### src/rtl/sdiv_pkg.sv
// Package: shared widths and types of the signed divider.
// Assumes a two's-complement word of DATA_W bits.
package sdiv_pkg;
    parameter int DATA_W = 32;
    parameter int COND_W = 4;

    // Sequencer states of the divider.
    typedef enum logic [1:0] {
        ST_IDLE = 2'd0,
        ST_RUN  = 2'd1,
        ST_FIN  = 2'd2
    } sdiv_state_e;

    // Condition field layout, most significant bit first.
    typedef struct packed {
        logic lt;
        logic gt;
        logic eq;
        logic so;
    } sdiv_cond_t;
endpackage

### src/rtl/sdiv_operand_prep.sv
// Module: sdiv_operand_prep
// Turns two signed operands into unsigned magnitudes, a result-sign bit and
// an invalid-division flag (zero divisor, or most-negative over minus one).
// Purely combinational; assumes W >= 2.
module sdiv_operand_prep #(
    parameter int W = 32
) (
    input  logic [W-1:0] dvd,
    input  logic [W-1:0] dvs,
    output logic [W-1:0] dvd_mag,
    output logic [W-1:0] dvs_mag,
    output logic         neg_res,
    output logic         invalid
);
    localparam logic [W-1:0] MOST_NEG = {1'b1, {(W-1){1'b0}}};
    localparam logic [W-1:0] MINUS_1  = {W{1'b1}};

    // Magnitude and sign extraction for both operands.
    always_comb begin
        dvd_mag = dvd[W-1] ? (~dvd + 1'b1) : dvd;
        dvs_mag = dvs[W-1] ? (~dvs + 1'b1) : dvs;
        neg_res = dvd[W-1] ^ dvs[W-1];
    end

    // Detection of the two divisions with no defined result.
    always_comb begin
        invalid = (dvs == '0) || ((dvd == MOST_NEG) && (dvs == MINUS_1));
    end
endmodule

### src/rtl/sdiv_core.sv
// Module: sdiv_core
// Unsigned restoring shift-subtract divider, one quotient bit per step.
// load seeds the dividend magnitude; each step shifts one bit into the
// partial remainder and keeps the subtraction when it does not go negative.
// After W steps quo_mag holds the quotient and rem_mag the remainder.
// Assumes dvs_mag is held stable across the steps and is nonzero.
module sdiv_core #(
    parameter int W = 32
) (
    input  logic         clk,
    input  logic         rst_n,
    input  logic         load,
    input  logic         step,
    input  logic [W-1:0] dvd_mag,
    input  logic [W-1:0] dvs_mag,
    output logic [W-1:0] quo_mag,
    output logic [W-1:0] rem_mag
);
    logic [W-1:0] rem_q, quo_q;
    logic [W:0]   shifted;
    logic [W:0]   trial;

    // Trial subtraction for the current step.
    always_comb begin
        shifted = {rem_q, quo_q[W-1]};
        trial   = shifted - {1'b0, dvs_mag};
    end

    // Partial remainder and quotient shift registers.
    always_ff @(posedge clk) begin
        if (!rst_n) begin
            rem_q <= '0;
            quo_q <= '0;
        end else if (load) begin
            rem_q <= '0;
            quo_q <= dvd_mag;
        end else if (step) begin
            if (!trial[W]) begin
                rem_q <= trial[W-1:0];
                quo_q <= {quo_q[W-2:0], 1'b1};
            end else begin
                rem_q <= shifted[W-1:0];
                quo_q <= {quo_q[W-2:0], 1'b0};
            end
        end
    end

    assign quo_mag = quo_q;
    assign rem_mag = rem_q;
endmodule

### src/rtl/sdiv_result_fmt.sv
// Module: sdiv_result_fmt
// Applies the result sign, forces zero on invalid divisions and builds the
// overflow, sticky-summary and condition outputs from the enable bits.
// Purely combinational; the caller registers the outputs.
module sdiv_result_fmt
    import sdiv_pkg::*;
#(
    parameter int W = 32
) (
    input  logic [W-1:0] quo_mag,
    input  logic         neg_res,
    input  logic         invalid,
    input  logic         ovf_en,
    input  logic         cond_en,
    input  logic         so_in,
    output logic [W-1:0] quotient,
    output logic         ovf,
    output logic         so_out,
    output sdiv_cond_t   cond
);
    // Signed quotient, zero for an invalid division.
    always_comb begin
        if (invalid)      quotient = '0;
        else if (neg_res) quotient = ~quo_mag + 1'b1;
        else              quotient = quo_mag;
    end

    // Overflow flag and sticky summary bit.
    always_comb begin
        ovf    = ovf_en & invalid;
        so_out = so_in | ovf;
    end

    // Condition field on the signed quotient.
    always_comb begin
        cond = '0;
        if (cond_en) begin
            cond.lt = !invalid && quotient[W-1];
            cond.gt = !invalid && !quotient[W-1] && (quotient != '0);
            cond.eq = !invalid && (quotient == '0);
            cond.so = so_out;
        end
    end
endmodule

### src/rtl/sdiv_flags_unit.sv
// Module: sdiv_flags_unit (top)
// Multi-cycle signed divider with overflow and condition flags. Accepts an
// operation on start while idle, captures all inputs, iterates DATA_W steps
// (or none for an invalid division) and presents registered results with a
// one-cycle done pulse. Results hold until the next completion.
module sdiv_flags_unit
    import sdiv_pkg::*;
#(
    parameter int W = sdiv_pkg::DATA_W
) (
    input  logic         clk,
    input  logic         rst_n,
    input  logic         start,
    input  logic [W-1:0] dividend,
    input  logic [W-1:0] divisor,
    input  logic         ovf_en,
    input  logic         cond_en,
    input  logic         so_in,
    output logic         busy,
    output logic         done,
    output logic [W-1:0] quotient,
    output logic         ovf,
    output logic         so_out,
    output logic [3:0]   cond
);
    localparam int            CW   = (W > 1) ? $clog2(W) : 1;
    localparam logic [CW-1:0] LAST = CW'(W - 1);

    sdiv_state_e   state_q;
    logic [CW-1:0] cnt_q;

    logic [W-1:0]  dvd_mag_c, dvs_mag_c;
    logic          neg_c, inv_c;

    logic [W-1:0]  dvd_mag_q, dvs_mag_q;
    logic          neg_q, inv_q, ovf_en_q, cond_en_q, so_in_q;

    logic          accept, core_load, core_step;
    logic [W-1:0]  quo_mag, rem_mag;

    logic [W-1:0]  quot_c;
    logic          ovf_c, so_c;
    sdiv_cond_t    cond_c;

    logic [W-1:0]  quot_q;
    logic          ovf_q, so_q, done_q;
    sdiv_cond_t    cond_q;

    assign accept    = start && (state_q == ST_IDLE);
    assign core_load = accept;
    assign core_step = (state_q == ST_RUN);

    sdiv_operand_prep #(.W(W)) u_prep (
        .dvd     (dividend),
        .dvs     (divisor),
        .dvd_mag (dvd_mag_c),
        .dvs_mag (dvs_mag_c),
        .neg_res (neg_c),
        .invalid (inv_c)
    );

    sdiv_core #(.W(W)) u_core (
        .clk     (clk),
        .rst_n   (rst_n),
        .load    (core_load),
        .step    (core_step),
        .dvd_mag (dvd_mag_c),
        .dvs_mag (dvs_mag_q),
        .quo_mag (quo_mag),
        .rem_mag (rem_mag)
    );

    sdiv_result_fmt #(.W(W)) u_fmt (
        .quo_mag  (quo_mag),
        .neg_res  (neg_q),
        .invalid  (inv_q),
        .ovf_en   (ovf_en_q),
        .cond_en  (cond_en_q),
        .so_in    (so_in_q),
        .quotient (quot_c),
        .ovf      (ovf_c),
        .so_out   (so_c),
        .cond     (cond_c)
    );

    // Capture of operands, enables and sticky bit on acceptance.
    always_ff @(posedge clk) begin
        if (!rst_n) begin
            dvd_mag_q <= '0;
            dvs_mag_q <= '0;
            neg_q     <= 1'b0;
            inv_q     <= 1'b0;
            ovf_en_q  <= 1'b0;
            cond_en_q <= 1'b0;
            so_in_q   <= 1'b0;
        end else if (accept) begin
            dvd_mag_q <= dvd_mag_c;
            dvs_mag_q <= dvs_mag_c;
            neg_q     <= neg_c;
            inv_q     <= inv_c;
            ovf_en_q  <= ovf_en;
            cond_en_q <= cond_en;
            so_in_q   <= so_in;
        end
    end

    // Sequencer: idle, iterate, finish.
    always_ff @(posedge clk) begin
        if (!rst_n) begin
            state_q <= ST_IDLE;
            cnt_q   <= '0;
        end else begin
            case (state_q)
                ST_IDLE: if (accept) begin
                    cnt_q   <= '0;
                    state_q <= inv_c ? ST_FIN : ST_RUN;
                end
                ST_RUN: begin
                    cnt_q <= cnt_q + 1'b1;
                    if (cnt_q == LAST) state_q <= ST_FIN;
                end
                ST_FIN:  state_q <= ST_IDLE;
                default: state_q <= ST_IDLE;
            endcase
        end
    end

    // Result registers and done pulse, loaded when finishing.
    always_ff @(posedge clk) begin
        if (!rst_n) begin
            quot_q <= '0;
            ovf_q  <= 1'b0;
            so_q   <= 1'b0;
            cond_q <= '0;
            done_q <= 1'b0;
        end else begin
            done_q <= 1'b0;
            if (state_q == ST_FIN) begin
                quot_q <= quot_c;
                ovf_q  <= ovf_c;
                so_q   <= so_c;
                cond_q <= cond_c;
                done_q <= 1'b1;
            end
        end
    end

    assign busy     = (state_q != ST_IDLE);
    assign done     = done_q;
    assign quotient = quot_q;
    assign ovf      = ovf_q;
    assign so_out   = so_q;
    assign cond     = cond_q;

    // done lasts one cycle and is never seen together with busy.
    assert_done_pulse_R8: assert property (@(posedge clk) disable iff (!rst_n)
        done |=> !done);
    assert_done_not_busy_R8: assert property (@(posedge clk) disable iff (!rst_n)
        done |-> !busy);
    // captured operands do not move while an operation runs.
    assert_hold_ops_R9: assert property (@(posedge clk) disable iff (!rst_n)
        busy |=> $stable(dvs_mag_q) && $stable(inv_q) && $stable(ovf_en_q));
    // the finished magnitude remainder is below the divisor magnitude.
    assert_rem_bound_R2: assert property (@(posedge clk) disable iff (!rst_n)
        (state_q == ST_FIN && !inv_q) |-> (rem_mag < dvs_mag_q));
    // an invalid division always returns a zero quotient.
    assert_invalid_zero_R3: assert property (@(posedge clk) disable iff (!rst_n)
        (state_q == ST_FIN && inv_q) |=> (quotient == '0));
    // the sticky summary is set whenever overflow is reported.
    assert_sticky_R5: assert property (@(posedge clk) disable iff (!rst_n)
        ovf |-> so_out);
    // at most one of less / greater / equal is set.
    assert_cond_onehot_R7: assert property (@(posedge clk) disable iff (!rst_n)
        $onehot0(cond[3:1]));
    // the summary bit of the field mirrors so_out when present.
    assert_cond_so_R7: assert property (@(posedge clk) disable iff (!rst_n)
        (cond[3:1] != 3'b000) |-> (cond[0] == so_out));
endmodule

### config.mk
export PLATFORM = sky130hd
export DESIGN_NAME = sdiv_flags_unit
export DESIGN_NICKNAME = d
export VERILOG_FILES = /design/src/rtl/sdiv_pkg.sv /design/src/rtl/sdiv_operand_prep.sv /design/src/rtl/sdiv_core.sv /design/src/rtl/sdiv_result_fmt.sv /design/src/rtl/sdiv_flags_unit.sv
export SDC_FILE = /design/constraint.sdc
export NUM_CORES = 1
export LEC_CHECK = 0
export ABC_CLOCK_PERIOD_IN_PS = 9050
export BUFFER_PORTS_ARGS = -buffer_cell sky130_fd_sc_hd__buf_2
export CAP_MARGIN = 20
export CORE_MARGIN = 4
export CORE_UTILIZATION = 55
export CTS_CLUSTER_SIZE = 28
export DETAILED_ROUTE_END_ITERATION = 6
export GPL_TIMING_DRIVEN = 1
export HOLD_SLACK_MARGIN = 0.05
export PLACE_DENSITY = 0.76
export SLEW_MARGIN = 20
export SYNTH_ARGS = -nofsm -noshare
export SYNTH_HDL_FRONTEND = slang
export SYNTH_SLANG_ARGS = --single-unit
### constraint.sdc
create_clock -name clk -period 9.05 [get_ports clk]
set_clock_uncertainty 0.1 [all_clocks]
set_input_delay 1.81 -clock clk [delete_from_list [all_inputs] [get_ports clk]]
set_output_delay 1.81 -clock clk [all_outputs]
set_load 0.1 [all_outputs]
# ---- Yosys cells after proc, flatten, opt, wreduce, memory -nomap -nowiden
# Cells that the tools add are included.
dict set report op_classes {
  mux 16
  eq_ne 7
  bitwise_logic 7
  addsub 5
  n_reduce_logical 19
}
# operator count
set op_table {}
lappend op_table {{$mux W32} 7}
lappend op_table {{$add A32 B1 Y32 const B} 3}
lappend op_table {{$not A32 Y32} 3}
lappend op_table {{$eq A32 B32 Y1 const B} 2}
lappend op_table {{$logic_not A32 Y1} 2}
lappend op_table {{$sub A33 B32 Y33} 1}
lappend op_table {{$reduce_bool A32 Y1} 1}
lappend op_table {{$pmux W5 S2} 1}
lappend op_table {{$logic_and A1 B1 Y1} 6}
lappend op_table {{$mux W2} 3}
lappend op_table {{$reduce_bool A2 Y1} 3}
lappend op_table {{$add A5 B1 Y5 const B} 1}
lappend op_table {{$eq A5 B5 Y1 const B} 1}
lappend op_table {{$mux W5} 1}
lappend op_table {{$mux W4} 1}
lappend op_table {{$pmux W2 S2} 1}
lappend op_table {{$reduce_and A2 Y1} 2}
lappend op_table {{$eq A2 B1 Y1 const B} 1}
lappend op_table {{$eq A2 B2 Y1 const B} 1}
lappend op_table {{$logic_not A1 Y1} 2}
lappend op_table {{$logic_not A2 Y1} 1}
lappend op_table {{$mux W1} 2}
lappend op_table {{$ne A2 B1 Y1 const B} 1}
lappend op_table {{$ne A2 B2 Y1 const B} 1}
lappend op_table {{other kinds (6)} 6}
dict set report totals {
  register_bits 147
  wordCells 72
  input_bits 70
}

# ---- Logic depth before layout (Yosys ltp)
# Gate-level depths: netlist (run 1).
dict set report logic_depth {
  word_depth 8
  mapped_depth 14
  mapped_depth_nobuf 13
}

# ---- Cells and area by module
# From an unflattened synthesis (run 1), not the netlist that was laid out.
dict set report unflattened {
  hier_cells 1414
  hier_area_um2 10612.7
}
# module area_per_inst_um2 instances cells_each
set by_module_without_submodules {}
lappend by_module_without_submodules {sdiv_core 4664.5 1 608}
lappend by_module_without_submodules {sdiv_flags_unit 3011.6 1 371}
lappend by_module_without_submodules {sdiv_operand_prep 1522.7 1 219}
lappend by_module_without_submodules {sdiv_result_fmt 1413.9 1 216}

# ---- Least setup slack after synthesis (run 1)
# OpenSTA, ideal clock, no wires.
dict set report synth_timing {
  path_kind {input-to-reg}
  startpoint {in divisor[7]}
  endpoint {reg dvs_mag_q[30]}
  setup_time_ps 116
  t_required_ps 8834
  arrival_ps 4337
  cell_stages 9
  setup_slack_ps 4497
  cell_sequence {or4_1 > or2_1 > or3_4 > or3_1 > or4_4 > o41ai_2 > xor2_1 > nand2_1 > o211a_1}
}
dict set report synth_between {
  elab_chain_cells 3
}
# element line_no
set synth_rtl {}
lappend synth_rtl {{start, declared} sdiv_flags_unit.sv:15} ;# input logic [W-1:0] divisor,
lappend synth_rtl {{$not A32 Y32} sdiv_operand_prep.sv:21} ;# dvs_mag = dvs[W-1] ? (~dvs + 1'b1) : dvs;
lappend synth_rtl {{$add A32 B1 Y32} sdiv_operand_prep.sv:21}
lappend synth_rtl {{$mux W32} sdiv_operand_prep.sv:21}
lappend synth_rtl {{end signal, assigned} sdiv_flags_unit.sv:98} ;# dvs_mag_q <= dvs_mag_c;
lappend synth_rtl {{end, declared} sdiv_flags_unit.sv:35} ;# logic [W-1:0] dvd_mag_q, dvs_mag_q;
# No other way between the ends.
# A chain may end at the register's enable or synchronous reset.

# ---- Final worst setup path (run 1)
dict set report layout_timing {
  startpoint {in divisor[7]}
  endpoint {reg dvs_mag_q[29]}
}
# The elaborated chain is that of the path after synthesis.

==> results of run 1 <==
flip-flops by register name, summed over array words and instances (netlist names), 2 cells and up:
name / flops
dvs_mag_q: 32
quotient: 32
u_core.quo_mag: 32
u_core.rem_mag: 32
cnt_q: 5
cond: 4
state_q: 2
kinds of logic (layout without fill, tap and decap cells):
logic type | after synthesis | count (layout)
AOI/OAI and AO/OA | 389 | 389
and+or+nand+nor | 387 | 387
DFF | 147 | 147
buffers and inverters | 140 | 199
xor gates and xnor gates | 116 | 116
adders and majority gates | 39 | 39
muxes | 32 | 32
layout make-up:
cell class,instances,area share
clock buffers,19,0.0410
multi-input cells,963,0.580
inverters,49,0.0166
repair buffers,118,0.0555
well taps,225,0.0255
flip-flops and latches,147,0.266
clock inverters,13,0.0153
final timing paths:
kind	depth (start not counted)	start	endpoint
min reg2reg	1	cnt_q[3]$_SDFFE_PN0P_	cnt_q[3]$_SDFFE_PN0P_
max	10	divisor[7]	dvs_mag_q[29]$_SDFFE_PN0P_
min	1	cnt_q[3]$_SDFFE_PN0P_	cnt_q[3]$_SDFFE_PN0P_
max reg2reg	9	u_core.quo_mag[5]$_SDFFE_PN0P_	cond[2]$_SDFFE_PN0P_
stage by stage:
stage	utilization	area, sq um	hold WS [ps]	instances
3_3_place_gp	0.597	10400	332	1502
6_report	0.633	11100	361	1534
3_5_place_dp	0.597	10400	349	1502
5_1_grt	0.633	11100	385	1534
2_1_floorplan	-	9880	315	1250
4_1_cts	0.633	11100	360	1534
power by group through the flow:
stage	combinational, W	clock (W)	sequential [W]
after floorplan	0.000471	0	0.000718
after global placement	0.000574	0	0.000742
after detailed placement	0.000585	0	0.000744
after CTS	0.000591	0.000753	0.000729
after global routing	0.000666	0.000781	0.000736
final	0.000598	0.000747	0.000732
routing by layer:
layer | share of wire | up-vias | global-route usage
met5 | 0 | - | 0
met4 | 0.013 | 0 | 0.0586
met3 | 0.080 | 34 | 0.0376
met2 | 0.43 | 320 | 0.386
met1 | 0.48 | 4376 | 0.389
li1 | - | 4585 | -
synthesized netlist by cell type, types with 6 or more instances:
| master | n |
|---|---|
| a21boi_0 | 22 |
| a21o_1 | 11 |
| a21oi_1 | 80 |
| a22o_1 | 6 |
| a22oi_1 | 32 |
| a31oi_1 | 12 |
| and2_1 | 34 |
| clkbuf_1 | 81 |
| dfxtp_1 | 147 |
| ha_1 | 38 |
| inv_1 | 49 |
| mux2i_1 | 30 |
| nand2_1 | 131 |
| nand2b_1 | 7 |
| nand3_1 | 23 |
| nand4_1 | 16 |
| nor2_1 | 52 |
| nor2b_1 | 33 |
| nor3_1 | 25 |
| nor4_1 | 10 |
| o211a_1 | 31 |
| o211ai_1 | 11 |
| o21ai_0 | 107 |
| o31ai_1 | 27 |
| o41ai_1 | 15 |
| or2_2 | 9 |
| or3_1 | 10 |
| or4_1 | 13 |
| xnor2_1 | 35 |
| xor2_1 | 81 |
placed cells by master (no fill, tap or decap), types with 16 or more instances in the layout:
master / instances
nand4_1: 16
a22oi_1: 32
nor3_1: 25
mux2i_1: 30
and2_1: 33
xnor2_1: 35
nand3_1: 23
o211a_1: 31
clkbuf_16: 17
xor2_1: 81
o31ai_1: 27
buf_2: 109
nor2b_1: 32
a21boi_0: 22
ha_1: 38
nor2_1: 51
inv_1: 49
a21oi_1: 80
dfxtp_1: 147
nand2_1: 131
o21ai_0: 107
==> impl_metrics.toml, run 1 <==
[status]
outcome = "finished clean"

[floorplanning]
die_w_microns = 142
io_pins = 110
row_count = 48
initial_utilization = 0.565
die_y_microns = 142
core_area_sq_um = 17500
dieArea_sq_um = 20200

[placement]
port_buffers = 109
gp_congestion = 0.926
hpwl_microns = 18700
post-place-ws_ps = 4190

[pwr]
powerDensity_nw_per_um2 = 188
irDropWorstVdd_v = 0.000166
comb_power_share = 0.288
power.internal_w = 0.00139
clockPowerShare = 0.360
pwr-share-seq = 0.353
p_leak_nw = 4.66
p_total_w = 0.00208
switchingPower_w = 0.000690
swShare = 0.332

[yosys]
yosysSeqAreaShare = 0.298
yosysTopAreaCellShare = 0.298
syn_area_sq_um = 9880
ys_seq_elements = 147
synth_ff_type = "dfxtp_1"
yosysWarnings = 0
netlist_top_cells_area = "dfxtp_1, xor2_1, o21ai_0"
synth_top_family_by_area = "compound AO/OA/AOI/OAI gates"
avgSynthCellArea_sq_um = 7.90
synth_compound_area_frac = 0.262
ys_types = 65
synth-simple-area-share = 0.200
syn-num-nets = 1359
async_flop_share = 0
synth_edf_count = 0
synth_fa_ha_area_frac = 0.0502
muxShareOfSynthArea = 0.0327
synth_top_area_cell = "dfxtp_1"
syn_inst = 1250
synthXorXnorAreaFrac = 0.103

[detailed_routing]
drt-pass1-iter-count = 5
wl_per_cell_microns = 16.9
drcViolationCount = 0
drt-total-wl_microns = 25900
post_drt_via_cell_ratio = 6.07
drtAntennaViolNets = 0
vias = 9315
first_iter_violations = 823

[setup_path]
cp_slowest_cell = "or4_1"
cp_top_family = "simple AND/OR/NAND/NOR gates"
path_max_fanout = 6
worstPathCellList = "buf_2 > or4_1 > or2_1 > or3_1 > or3_1 > or4_4 > o31ai_1 > xor2_1 > nand2_1 > o211a_1"
reg2reg_slack_ps = 5310
crit_required_ps = 9260
critPathKind = "in -> reg"
cp_num_buf_inv = 1
crit_top_cell = "or3_1"
cp.arrival_ps = 4660
cp-start-kind = "input port"
crit_path_end_kind = "register"
crit_path_max_incr_delay_ps = 540

[clock_network]
holdBufCountCts = 0
cts_num_sinks = 147
htreeDepth = 4
clkTransAtPathRegs_ps = 60
cts_setup_buffers = 0
cts_tree = "done"
cts_inserted_buffers = 17
cts-resized-gates = 0
cts_root_buffer = "clkbuf_16"
clk_latency_ps = 430
clockBufferDepth = 2

[timing]
fin_setup_tns_ps = 0
hold_viol = 0
period_needed_ps = 4450
rsz0062_at_grt = "false"
setup_violations = 0
slew_violations = 0
max_slew.worst_pin.slew_ps = 966
layout_setup_ws_ps = 4600
post-route-period-util = 0.491
timing.fmax_mhz = 225
slew_headroom = 0.354

[layout]
diodes = 0
fin_nets = 1405
regArea_sq_um = 2940
drive_above_1_share = 0.133
syn_to_final_growth_pct = 11.9
n_fill_cell = 1534
multi_input_area_sq_um = 6410

[grt]
first_global_vias = 8571
track_usage = 0.257
overflow = 0
grt_pass1_wl_microns = 42900
antenna_found_initial = 0
grt_max_degree = 97

[min_path]
worstHoldPathType = "reg -> reg"

[run]
max_cap_viol_count = 0
No activity file was read; power rests on OpenSTA's default activity.
==> run 2, diff against run 1 <==
--- a/config.mk
+++ b/config.mk
@@ -5,7 +5,8 @@
 export SDC_FILE = /design/constraint.sdc
 export NUM_CORES = 1
 export LEC_CHECK = 0
-export ABC_CLOCK_PERIOD_IN_PS = 9050
+export ABC_AREA = 1
+export ABC_CLOCK_PERIOD_IN_PS = 4600
 export BUFFER_PORTS_ARGS = -buffer_cell sky130_fd_sc_hd__buf_2
 export CAP_MARGIN = 20
 export CORE_MARGIN = 4
@@ -14,7 +15,7 @@
 export DETAILED_ROUTE_END_ITERATION = 6
 export GPL_TIMING_DRIVEN = 1
 export HOLD_SLACK_MARGIN = 0.05
-export PLACE_DENSITY = 0.76
+export PLACE_DENSITY = 0.75
 export SLEW_MARGIN = 20
 export SYNTH_ARGS = -nofsm -noshare
 export SYNTH_HDL_FRONTEND = slang
==> constraint.sdc (replaced) <==
create_clock -name clk -period 4.6 [get_ports clk]
set_clock_uncertainty 0.1 [all_clocks]
set_input_delay 0.92 -clock clk [delete_from_list [all_inputs] [get_ports clk]]
set_output_delay 0.92 -clock clk [all_outputs]
set_load 0.1 [all_outputs]
==> run 2 against run 1 <==
Design area increased by 8.2%. Die area increased by 7.5%. Global-route usage increased by 4.4 points. Non-clock buffer count increased by 4.
==> impl_metrics.toml, run 2 <==
[setup_path]
path_max_fanout = 19
crit_required_ps = 4860
crit_path_max_incr_delay_ps = 510
reg2regPathDepth = 16
worstPathCellList = "inv_1 > ha_1 > inv_1 > fa_1 > nand3_1 > nand3_1 > a21oi_2 > o21ai_2 > nand3_1 > nand2_1 > nand2_1 > nand2_1 > buf_4 > nand2_1 > nand3_1 > a21oi_1"
cp_num_buf_inv = 3
crit_path_end_kind = "register"
cp_top_family = "simple AND/OR/NAND/NOR gates"
r2r_end = "u_core.rem_mag[5]$_SDFFE_PP0P_"
cp-start-kind = "register"
cp_slowest_cell = "nand2_1"
critPathKind = "reg -> reg"
timing.rr.start = "u_core.quo_mag[31]$_SDFFE_PN0P_"
cp.arrival_ps = 3630
reg2reg_slack_ps = 1220

[detailed_routing]
wl_per_cell_microns = 16.0
drt-total-wl_microns = 33000
drtAntennaViolNets = 0
vias = 11600
drcViolationCount = 0
post_drt_via_cell_ratio = 5.63
first_iter_violations = 1294
drt-pass1-iter-count = 5

[yosys]
avgSynthCellArea_sq_um = 6.21
synth_top_area_cell = "dfxtp_1"
syn-num-nets = 1826
synth.most_common_cell = "nand2_1"
netlist_top_cells_count = "nand2_1, inv_1, nor2_1, dfxtp_1, nand3_1"
synth_edf_count = 0
syn_area_sq_um = 10700
netlist_top_cells_area = "dfxtp_1, nand2_1, inv_1"
async_flop_share = 0
yosysSeqAreaShare = 0.276
syn_inst = 1717
yosysTopAreaCellShare = 0.276
synth_ff_type = "dfxtp_1"
ys_types = 51
ys_seq_elements = 147
yosysWarnings = 0

[min_path]
worstHoldPathType = "reg -> reg"
whs_path_depth = 2
worstHoldEndpoint = "so_out$_SDFFE_PN0P_"
min_from = "so_out$_SDFFE_PN0P_"

[placement]
dp.cells = 2031
port_buffers = 109
hpwl_microns = 24800
gp_congestion = 0.966
placedInstanceArea_sq_um = 11400

[clock_network]
clkTransAtPathRegs_ps = 70
cts_root_buffer = "clkbuf_16"
cts_setup_buffers = 0
clockBufferDepth = 2
clk_latency_ps = 430
cts-resized-gates = 0
cts_num_sinks = 147
cts_inserted_buffers = 17
holdBufCountCts = 0
cts_tree = "done"
htreeDepth = 4

[pwr]
swShare = 0.388
power.internal_w = 0.00248
comb_power_share = 0.295
irDropWorstVdd_v = 0.000278
p_leak_nw = 5.64
switchingPower_w = 0.00157
pwr-share-seq = 0.353
powerDensity_nw_per_um2 = 339
clockPowerShare = 0.352

[layout]
diodes = 0
syn_to_final_growth_pct = 12.1
fin_cells = 2063
fin_nets = 1899
fin_area_sq_um = 12000
drive_above_1_share = 0.118
final_cell_mix = "nand2_1, inv_1, nor2_1"
final_common_cell = "nand2_1"
final_core_util = 0.633

[timing]
slew_violations = 0
max_slew.worst_pin.slew_ps = 1070
setup_violations = 0
timing.fmax_mhz = 296
period_needed_ps = 3380
hold_slack_ps = 361
hold_viol = 0
post-route-period-util = 0.734
rsz0062_at_grt = "false"
slew_headroom = 0.284
fin_setup_tns_ps = 0

[status]
outcome = "finished clean"

[grt]
track_usage = 0.301
grt_pass1_wl_microns = 53200
antenna_found_initial = 0
first_global_vias = 10300
grt_max_degree = 60
overflow = 0

[floorplanning]
initial_utilization = 0.564
io_pins = 110
dieArea_sq_um = 21700
row_count = 50
die_y_microns = 147
core_area_sq_um = 18900
die_w_microns = 147

[run]
max_cap_viol_count = 0
## run 2: metal layers
metal | track usage | wire length [microns] | part of all wire
met1 | 0.452 | 15800 | 0.48
met2 | 0.441 | 13500 | 0.41
met3 | 0.0713 | 3440 | 0.10
met4 | 0.0578 | 301 | 0.0091
met5 | 0 | 0 | 0
## run 2: kinds of logic (layout without fill, tap and decap cells)
family,count (synthesis),after routing,share of synthesized area
compound gates,371,371,0.199
fa+ha+maj,39,39,0.0465
buf+inv,292,378,0.107
xor+xnor,41,41,0.0337
flops,147,147,0.276
simple gates,827,827,0.338
## run 2: worst max path at each step
stage | end | depth (start not counted) | startpoint | slack, ps
global route | u_core.rem_mag[7]$_SDFFE_PP0P_ | 16 | u_core.quo_mag[31]$_SDFFE_PN0P_ | 1000
CTS | u_core.rem_mag[5]$_SDFFE_PP0P_ | 16 | u_core.quo_mag[31]$_SDFFE_PN0P_ | 1290
global placement | u_core.rem_mag[18]$_SDFFE_PP0P_ | 16 | u_core.quo_mag[31]$_SDFFE_PN0P_ | 1400
finish | u_core.rem_mag[5]$_SDFFE_PP0P_ | 16 | u_core.quo_mag[31]$_SDFFE_PN0P_ | 1220
detailed placement | u_core.rem_mag[5]$_SDFFE_PP0P_ | 16 | u_core.quo_mag[31]$_SDFFE_PN0P_ | 1290
floorplan | dvs_mag_q[26]$_SDFFE_PN0P_ | 12 | divisor[1] | 2090
## run 2: area by class of cell
| class | count | area [sq um] |
|---|---|---|
| clock buffer | 18 | 439 |
| clock inverter | 14 | 161 |
| fill | 1875 | 6940 |
| inverter | 224 | 841 |
| multi-input combinational | 1278 | 6600 |
| sequential | 147 | 2940 |
| tap | 260 | 325 |
| timing repair buffer | 122 | 643 |
## run 2: tightest hold or removal path, cell delays in order (launching register included)
cell,delay [ps]
dfxtp_1,310
nand2_1,60
a21oi_1,50
## run 2: through the flow
step,power [W],worst slack [ps]
6_report,0.00405,1220
2_1_floorplan,0.00230,2090
3_5_place_dp,0.00262,1290
5_1_grt,0.00427,997
3_3_place_gp,0.00260,1400
4_1_cts,0.00403,1290
## run 2: power groups by stage
stage | clock (W) | sequential, W | combinational (W)
after global routing | 0.00151 | 0.00144 | 0.00133
after global placement | 0 | 0.00145 | 0.00115
after CTS | 0.00143 | 0.00143 | 0.00117
after detailed placement | 0 | 0.00146 | 0.00116
final | 0.00142 | 0.00143 | 0.00120
after floorplan | 0 | 0.00152 | 0.000786
